`src/rtl/cwl_pkg.sv`:
```
package cwl_pkg;
    typedef enum logic {
        LD_ARMED = 1'b0,
        LD_HELD  = 1'b1
    } ld_state_e;
endpackage

```
`src/rtl/cwl_sync.sv`:
```
module cwl_sync #(
    parameter int WIDTH  = 1,
    parameter int STAGES = 2
) (
    input  logic             clk,
    input  logic             rst_n,
    input  logic [WIDTH-1:0] d_i,
    output logic [WIDTH-1:0] q_o
);
    logic [STAGES-1:0][WIDTH-1:0] pipe_q;

    always_ff @(posedge clk) begin
        if (!rst_n) begin
            pipe_q <= '0;
        end else begin
            pipe_q[0] <= d_i;
            for (int s = 1; s < STAGES; s++) begin
                pipe_q[s] <= pipe_q[s-1];
            end
        end
    end

    assign q_o = pipe_q[STAGES-1];
endmodule

```
`src/rtl/cwl_shifter.sv`:
```
module cwl_shifter #(
    parameter int WORD_W = 21
) (
    input  logic              clk,
    input  logic              rst_n,
    input  logic              sclk_s_i,
    input  logic              data_s_i,
    output logic              shift_o,
    output logic [WORD_W-1:0] word_o
);
    logic sclk_q;

    assign shift_o = sclk_s_i & ~sclk_q;

    always_ff @(posedge clk) begin
        if (!rst_n) begin
            sclk_q <= 1'b0;
            word_o <= '0;
        end else begin
            sclk_q <= sclk_s_i;
            if (shift_o) begin
                word_o <= {word_o[WORD_W-2:0], data_s_i};
            end
        end
    end

    // one new bit enters at the bottom, older bits move up
    assert_shift_order_R2: assert property (@(posedge clk) disable iff (!rst_n)
        shift_o |=> (word_o[0] == $past(data_s_i)) &&
                    (word_o[WORD_W-1:1] == $past(word_o[WORD_W-2:0])));
endmodule

```
`src/rtl/cwl_load_fsm.sv`:
```
module cwl_load_fsm
    import cwl_pkg::*;
(
    input  logic clk,
    input  logic rst_n,
    input  logic le_s_i,
    output logic fire_o
);
    ld_state_e state_q, state_d;

    always_ff @(posedge clk) begin
        if (!rst_n) begin
            state_q <= LD_ARMED;
        end else begin
            state_q <= state_d;
        end
    end

    always_comb begin
        state_d = state_q;
        fire_o  = 1'b0;
        unique case (state_q)
            LD_ARMED: begin
                if (le_s_i) begin
                    state_d = LD_HELD;   // ARMED_TO_HELD
                    fire_o  = 1'b1;
                end
            end
            LD_HELD: begin
                if (!le_s_i) begin
                    state_d = LD_ARMED;  // HELD_TO_ARMED
                end
            end
            default: state_d = LD_ARMED;
        endcase
    end

    // a strobe that stays high never fires twice in a row
    assert_single_fire_R6: assert property (@(posedge clk) disable iff (!rst_n)
        fire_o |=> !fire_o);
endmodule

```
`src/rtl/cwl_latch_bank.sv`:
```
module cwl_latch_bank #(
    parameter int PAYLOAD_W = 19,
    parameter int ADDR_W    = 2,
    parameter int NUM_LATCH = 3,
    localparam int WORD_W   = PAYLOAD_W + ADDR_W
) (
    input  logic                                clk,
    input  logic                                rst_n,
    input  logic                                fire_i,
    input  logic [WORD_W-1:0]                   word_i,
    output logic [NUM_LATCH-1:0][PAYLOAD_W-1:0] latches_o,
    output logic                                pulse_o,
    output logic [ADDR_W-1:0]                   idx_o
);
    logic [ADDR_W-1:0]    addr;
    logic [PAYLOAD_W-1:0] payload;
    logic                 hit;

    assign addr    = word_i[ADDR_W-1:0];
    assign payload = word_i[WORD_W-1:ADDR_W];
    assign hit     = fire_i && (int'(addr) < NUM_LATCH);

    for (genvar g = 0; g < NUM_LATCH; g++) begin : g_latch
        always_ff @(posedge clk) begin
            if (!rst_n) begin
                latches_o[g] <= '0;
            end else if (fire_i && (addr == ADDR_W'(g))) begin
                latches_o[g] <= payload;
            end
        end

        // unaddressed registers hold their value
        assert_hold_unaddressed_R5: assert property (@(posedge clk) disable iff (!rst_n)
            !(fire_i && (addr == ADDR_W'(g))) |=> $stable(latches_o[g]));
    end

    always_ff @(posedge clk) begin
        if (!rst_n) begin
            pulse_o <= 1'b0;
            idx_o   <= '0;
        end else begin
            pulse_o <= hit;
            if (hit) begin
                idx_o <= addr;
            end
        end
    end

    // a reserved address writes nothing and raises no pulse
    assert_reserved_ignored_R4: assert property (@(posedge clk) disable iff (!rst_n)
        (fire_i && (int'(addr) >= NUM_LATCH)) |=> ($stable(latches_o) && !pulse_o));
endmodule

```
`src/rtl/cfg_word_loader.sv`:
```
module cfg_word_loader #(
    parameter int WORD_W      = 21,
    parameter int ADDR_W      = 2,
    parameter int NUM_LATCH   = 3,
    parameter int SYNC_STAGES = 2,
    parameter int PD_LATCH    = 1,
    parameter int PD_BIT      = 0,
    localparam int PAYLOAD_W  = WORD_W - ADDR_W
) (
    input  logic                                clk,
    input  logic                                rst_n,
    input  logic                                ser_clk_i,
    input  logic                                ser_data_i,
    input  logic                                ser_load_i,
    input  logic                                chip_en_i,
    output logic [NUM_LATCH*PAYLOAD_W-1:0]      latches_o,
    output logic                                pwr_down_o,
    output logic                                load_pulse_o,
    output logic [ADDR_W-1:0]                   load_idx_o
);
    logic [3:0]                          pins_s;
    logic                                shift;
    logic                                fire;
    logic [WORD_W-1:0]                   word;
    logic [NUM_LATCH-1:0][PAYLOAD_W-1:0] bank;

    cwl_sync #(.WIDTH(4), .STAGES(SYNC_STAGES)) u_sync (
        .clk  (clk),
        .rst_n(rst_n),
        .d_i  ({chip_en_i, ser_load_i, ser_clk_i, ser_data_i}),
        .q_o  (pins_s)
    );

    cwl_shifter #(.WORD_W(WORD_W)) u_shift (
        .clk     (clk),
        .rst_n   (rst_n),
        .sclk_s_i(pins_s[1]),
        .data_s_i(pins_s[0]),
        .shift_o (shift),
        .word_o  (word)
    );

    cwl_load_fsm u_fsm (
        .clk   (clk),
        .rst_n (rst_n),
        .le_s_i(pins_s[2]),
        .fire_o(fire)
    );

    cwl_latch_bank #(.PAYLOAD_W(PAYLOAD_W), .ADDR_W(ADDR_W), .NUM_LATCH(NUM_LATCH)) u_bank (
        .clk      (clk),
        .rst_n    (rst_n),
        .fire_i   (fire),
        .word_i   (word),
        .latches_o(bank),
        .pulse_o  (load_pulse_o),
        .idx_o    (load_idx_o)
    );

    assign latches_o  = bank;
    assign pwr_down_o = ~pins_s[3] | bank[PD_LATCH][PD_BIT];

    // update pulse lasts one cycle and names an existing register
    assert_pulse_one_cycle_R8: assert property (@(posedge clk) disable iff (!rst_n)
        load_pulse_o |=> !load_pulse_o);
    assert_pulse_idx_valid_R8: assert property (@(posedge clk) disable iff (!rst_n)
        load_pulse_o |-> (int'(load_idx_o) < NUM_LATCH));
    // a shift in the load cycle does not disturb what is loaded
    assert_load_preshift_R7: assert property (@(posedge clk) disable iff (!rst_n)
        (fire && shift && (int'(word[ADDR_W-1:0]) < NUM_LATCH)) |=>
        (bank[$past(word[ADDR_W-1:0])] == $past(word[WORD_W-1:ADDR_W])));
endmodule

```
`config.mk`:
```
export PLATFORM = sky130hd
export DESIGN_NAME = cfg_word_loader
export DESIGN_NICKNAME = d
export VERILOG_FILES = /design/src/rtl/cwl_pkg.sv /design/src/rtl/cwl_sync.sv /design/src/rtl/cwl_shifter.sv /design/src/rtl/cwl_load_fsm.sv /design/src/rtl/cwl_latch_bank.sv /design/src/rtl/cfg_word_loader.sv
export SDC_FILE = /design/constraint.sdc
export NUM_CORES = 1
export LEC_CHECK = 0
export ABC_CLOCK_PERIOD_IN_PS = 1450
export BUFFER_PORTS_ARGS = -buffer_cell sky130_fd_sc_hd__buf_2
export CAP_MARGIN = 20
export CORE_MARGIN = 4
export CORE_UTILIZATION = 48
export CTS_CLUSTER_DIAMETER = 60
export DETAILED_ROUTE_END_ITERATION = 8
export PLACE_DENSITY = 0.85
export RECOVER_POWER = 100
export SKIP_LAST_GASP = 1
export SLEW_MARGIN = 15
export SYNTH_ARGS = -nofsm -noshare
export SYNTH_HDL_FRONTEND = slang
export SYNTH_SLANG_ARGS = --single-unit
```
`constraint.sdc`:
```
create_clock -name clk -period 1.45 [get_ports clk]
set_clock_uncertainty 0.05 [all_clocks]
set_input_delay 0.145 -clock clk [delete_from_list [all_inputs] [get_ports clk]]
set_output_delay 0.145 -clock clk [all_outputs]
set_load 0.005 [all_outputs]
```
Word level (Yosys, flattened, before mapping)
Cells that the tools add are included.

Register bits: 91. Input port bits: 6. Output and inout port bits: 61. Word-level logic and storage cells: 24.

Magnitude comparators: 1. Equal/unequal tests: 2. Multiplexer cells: 2. Bitwise gates (word level): 4. Reduce and logical (&&, ||, !) cells: 5.

Operators with widths (number): 1-bit logical AND (4); 2-bit by 1-bit == test with 1-bit output (second input constant) (1); 2-bit == test (second input constant) (1); 2-bit logical NOT (1); 2-bit less-than comparator (second input constant) (1); 1-bit 2-to-1 mux (2); 1-bit NOT (2); 1-bit bitwise AND (1); 1-bit OR (1).

Longest topological paths before layout
Depth in word-level cells: 3. Gate-level depth with buffers: 5.

By module
A second synthesis with hierarchy kept.

Cells, all modules: 314. Area total of the unflattened synthesis: 3326.9 µm².

Modules (own cells, without submodules): cwl_latch_bank (instances 1, cells each 218, area each 2224.6 µm², seq. area each 1201.2 µm²); cwl_shifter (instances 1, cells each 72, area each 815.8 µm², seq. area each 440.4 µm²); cwl_sync (instances 1, cells each 20, area each 240.2 µm², seq. area each 160.2 µm²); cwl_load_fsm (instances 1, cells each 3, area each 40.0 µm², seq. area each 20.0 µm²); cfg_word_loader (instances 1, cells each 1, area each 6.3 µm², seq. area each 0.0 µm²).

Worst setup path after synthesis
No wires, ideal clock.

Kind: register to register. Start point: register u_shift.word_o[1]. End point: register u_bank.latches_o[10] in the netlist's numbering. Setup time: 115 ps. Arrival time: 1282 ps. Data required time: 1285 ps. Setup slack: 3 ps. Stages on the path, launching flop included: 6. Clock period less this slack: 1447 ps. Cell sequence: dfxtp_1 > or4b_4 > buf_6 > buf_12 > nand3_2 > o21ai_2.

Longest elaborated chain between the ends: 2.

Ends and longest elaborated chain: from (decl) (line cwl_shifter.sv:9) `output logic [WORD_W-1:0] word_o`; from (signal assigned) (line cwl_shifter.sv:22) `word_o <= {word_o[WORD_W-2:0], data_s_i};`; 2-bit logical NOT (line cwl_latch_bank.sv:27) `end else if (fire_i && (addr == ADDR_W'(g))) begin`; 1-bit logical AND (line cwl_latch_bank.sv:27); to (signal, indexed assignment) (line cwl_latch_bank.sv:28) `latches_o[g] <= payload;`; to (decl) (line cwl_latch_bank.sv:11) `output logic [NUM_LATCH-1:0][PAYLOAD_W-1:0] latches_o,`.

No other way between the ends. A chain may end at the register's enable or synchronous reset.

Worst setup path in the final report
Start point: register u_shift.word_o[1]. End point: register u_bank.latches_o[14] in the netlist's numbering.

Same word-level chain as after synthesis.

==> summary.md <==
| Metric | Value |
|---|---|
| Count of nets left with antenna violations after detail routing | `0` |
| Endpoint class of the critical path | `flop` |
| Core area | `6390 um^2` |
| Cell area after layout | `about 3800 um^2` |
| DIE WIDTH | `about 89 um` |
| Proportion of synthesized flip-flops having asynchronous set or reset | `0` |
| Mean instance size in the synthesized netlist | `9.39 um^2` |
| Filler Cell Count | `558` |
| MaxCap Viol Count | `0` |
| Power Density | `1170 nW/um^2` |
| Antenna diodes | `0` |
| Floorplan die area | `8000 um^2` |
| Number of distinct library cell variants in the gate-level netlist after synthesis | `20` |
| Number of max-slew violations in the final report | `0` |
| Number of DRC violations after detailed routing | `0` |
| Overall global routing resource usage | `0.169` |
| Vertical die dimension | `89.4 um` |
| Required time at the endpoint of the critical path | `~1700 ps` |
| Initial DRC Count | `131` |
| Final setup violation count | `0` |
| Highest Clock Rate | `about 0.7 GHz` |
| Htree depth | `3` |
| Routability Congestion | `~0.79` |
| RSZ-0062 raised after global routing | `true` |
| Leakage | `roughly 1.4 nW` |
| DP Area | `3610 um^2` |
| Clock sink total | `91` |
| Port buffer count | `66` |
| Boundary pin count | `between 60 and 70` |
| Top cell type by total area after synthesis | `dfxtp_1` |
| Post-synthesis net count | `345` |
| Via count of the first global-routing pass | `2,244` |
| Path type of the worst setup path | `reg -> reg` |
| Post-synth design cell area | `3180 um^2` |
| Peak VDD IR | `between 0.8 and 0.9 mV` |
| Post-CTS Setup Bufs | `0` |
| Clock transition at the register clock pins on the worst setup and hold paths after CTS | `approximately 90 ps` |
| Hold Worst Slack | `135 ps` |
| Global Route met2 Usage | `0.272` |
| Number of antenna violations at the first check in global routing | `0` |
| Pin count of the biggest net entering global routing | `39` |
| Number of optimization iterations in the first detailed-route pass | `4` |
| Hold crit path type | `in -> reg` |
| Effective utilization at floorplan | `0.498` |
| Insertion delay of the later-clocked pin in the worst-skew pair | `approximately 350 ps` |
| Fraction of final layout cells with drive strength greater than 1 | `0.193` |
| Clock tree root buffer cell | `clkbuf_8` |
| Relative area change from synthesis to final layout | `20.2%` |
| Number of cells upsized or downsized after cts | `0` |
| Critical-path maximum fanout | `19` |
| Number of failing hold endpoints at the final stage | `0` |
| Vias per std cell | `5.25` |
| Final #Nets | `between 400 and 500` |
| Sequential cell area fraction in the yosys report | `0.573` |
| End-of-flow core utilization | `0.599` |
| Met3 Resource Use GR | `0.0415` |
| Arr. time, crit path | `approximately 1600 ps` |
| Most crowded layer after global routing | `met2` |
| Number of vias in the routed layout | `2,579` |
| Leading post-synthesis cells by cell area | `dfxtp_1, nand2_1, nand3_1` |
| Total grt overflow | `0` |
| Nature of the critical path startpoint | `flop` |
| Clock tree from TritonCTS | `built` |
| Transition time of the tightest slew-check pin | `421 ps` |
| Met1 Usage GRT | `0.211` |
| Yosys top cell area share | `0.573` |
| Wire length reported by the detailed router | `6770 um` |
| EDFF count, synth | `0` |
| WL/cell | `13.8 um` |
| Outcome | `complete, no violations` |
| Cells after synthesis | `roughly 340` |
| Maximum buffer depth of the clock tree | `2` |
| Most used standard cell by instance count after synthesis | `dfxtp_1` |
| Setup tns final | `0 ps` |
| Time the worst path needs with I/O delays and setup | `1410 ps` |
| Top FF cell, synth | `dfxtp_1` |
| First-pass GRT wire length | `slightly above 10,000 um` |
| Worst slew slack as a fraction of its limit | `0.719` |
| Register bit count reported by yosys | `91` |
| Commonest cells in the netlist | `dfxtp_1, nand2_1, nand3_1` |
| Tcrit/Tclk final | `0.971` |
| Total number of yosys warnings | `0` |
| Number of clock buffers inserted by TritonCTS | `9` |
| Std cell rows | `29` |
| HPWL Detailed | `4530 um` |
## registers in the layout, summed over array words and instances, names as in the netlist
name and count:
u_bank.pulse_o 1, u_shift.sclk_q 1, u_shift.word_o 21, u_bank.idx_o 2
u_fsm.state_q 1, u_sync.pipe_q 4, u_sync.q_o 4, u_bank.latches_o 57
## path summary, 6_finish.rpt
kind,start,depth (start not counted),slack (ps),to
worst min register to register,u_sync.pipe_q[2],1,390,u_sync.q_o[2]
worst max register to register,u_shift.word_o[1],4,40,u_bank.latches_o[14]
worst max-delay path,u_shift.word_o[1],4,40,u_bank.latches_o[14]
worst min-delay path,rst_n,2,130,u_shift.word_o[19]
## stage by stage
stage / std cells / setup WS (ps) / power (W)
after CTS: 490 / 43.5 / 0.00449
after global placement: 470 / 92.3 / 0.00271
after floorplan: 339 / 3.32 / 0.00268
final: 491 / 42.3 / 0.00447
after global routing: 491 / -16.3 / 0.00461
after detailed placement: 470 / 69.4 / 0.00271
## placed cells by master (no fill, tap or decap), types with 3 or more instances in the layout
master / netlist / layout
dfxtp_1: 91 / 91
nand2_1: 63 / 63
nand3_1: 47 / 47
o21ai_0: 46 / 46
clkbuf_1: 15 / 42
buf_2: 7 / 26
a21boi_0: 21 / 21
buf_4: 0 / 12
o21ai_2: 11 / 11
nand3_2: 10 / 10
clkbuf_8: 0 / 9
and2_1: 10 / 6
and2_0: 0 / 4
dlygate4sd3_1: 0 / 4
nand2b_1: 3 / 3
nor2_1: 3 / 3
## routing by layer
metal | vias up | routed length (um)
met5 | - | 0
li1 | 1298 | -
met2 | 69 | 3300
met3 | 11 | 405
met1 | 1201 | 2930
met4 | 0 | 139
## report_power, final
group / switching [W] / internal, W / leakage (nW)
Sequential: 0.00000548 / 0.00251 / 0.735
Combinational: 0.0000887 / 0.0000629 / 0.537
Clock: 0.000834 / 0.000967 / 0.103
Total: 0.000929 / 0.00354 / 1.38
## critical path, cell delays in order (launching register included)
cell and delay, ps:
dfxtp_1 310, or4b_4 580, clkbuf_16 220, nand3_2 100, o21ai_2 50
## final cells by class
cell class	instances	area (um^2)	area share
clock buffers	11	131	0.0343
multi-input cells	220	1210	0.317
clock inverters	5	77.6	0.0203
well taps	77	96.3	0.0252
flip-flops and latches	91	1820	0.476
repair buffers	87	484	0.127
## cell families after synthesis
group,share of synthesized area
DFF,0.573
and+or+nand+nor,0.222
buffers and inverters,0.0460
AOI/OAI and AO/OA,0.159
## repair_timing
action                                  4_1_cts  5_1_grt
hold buffers                                  4        0
hold endpoints to repair                      4        0
endpoints found under the setup margin        0        4
(Power assumes the default switching activity.)
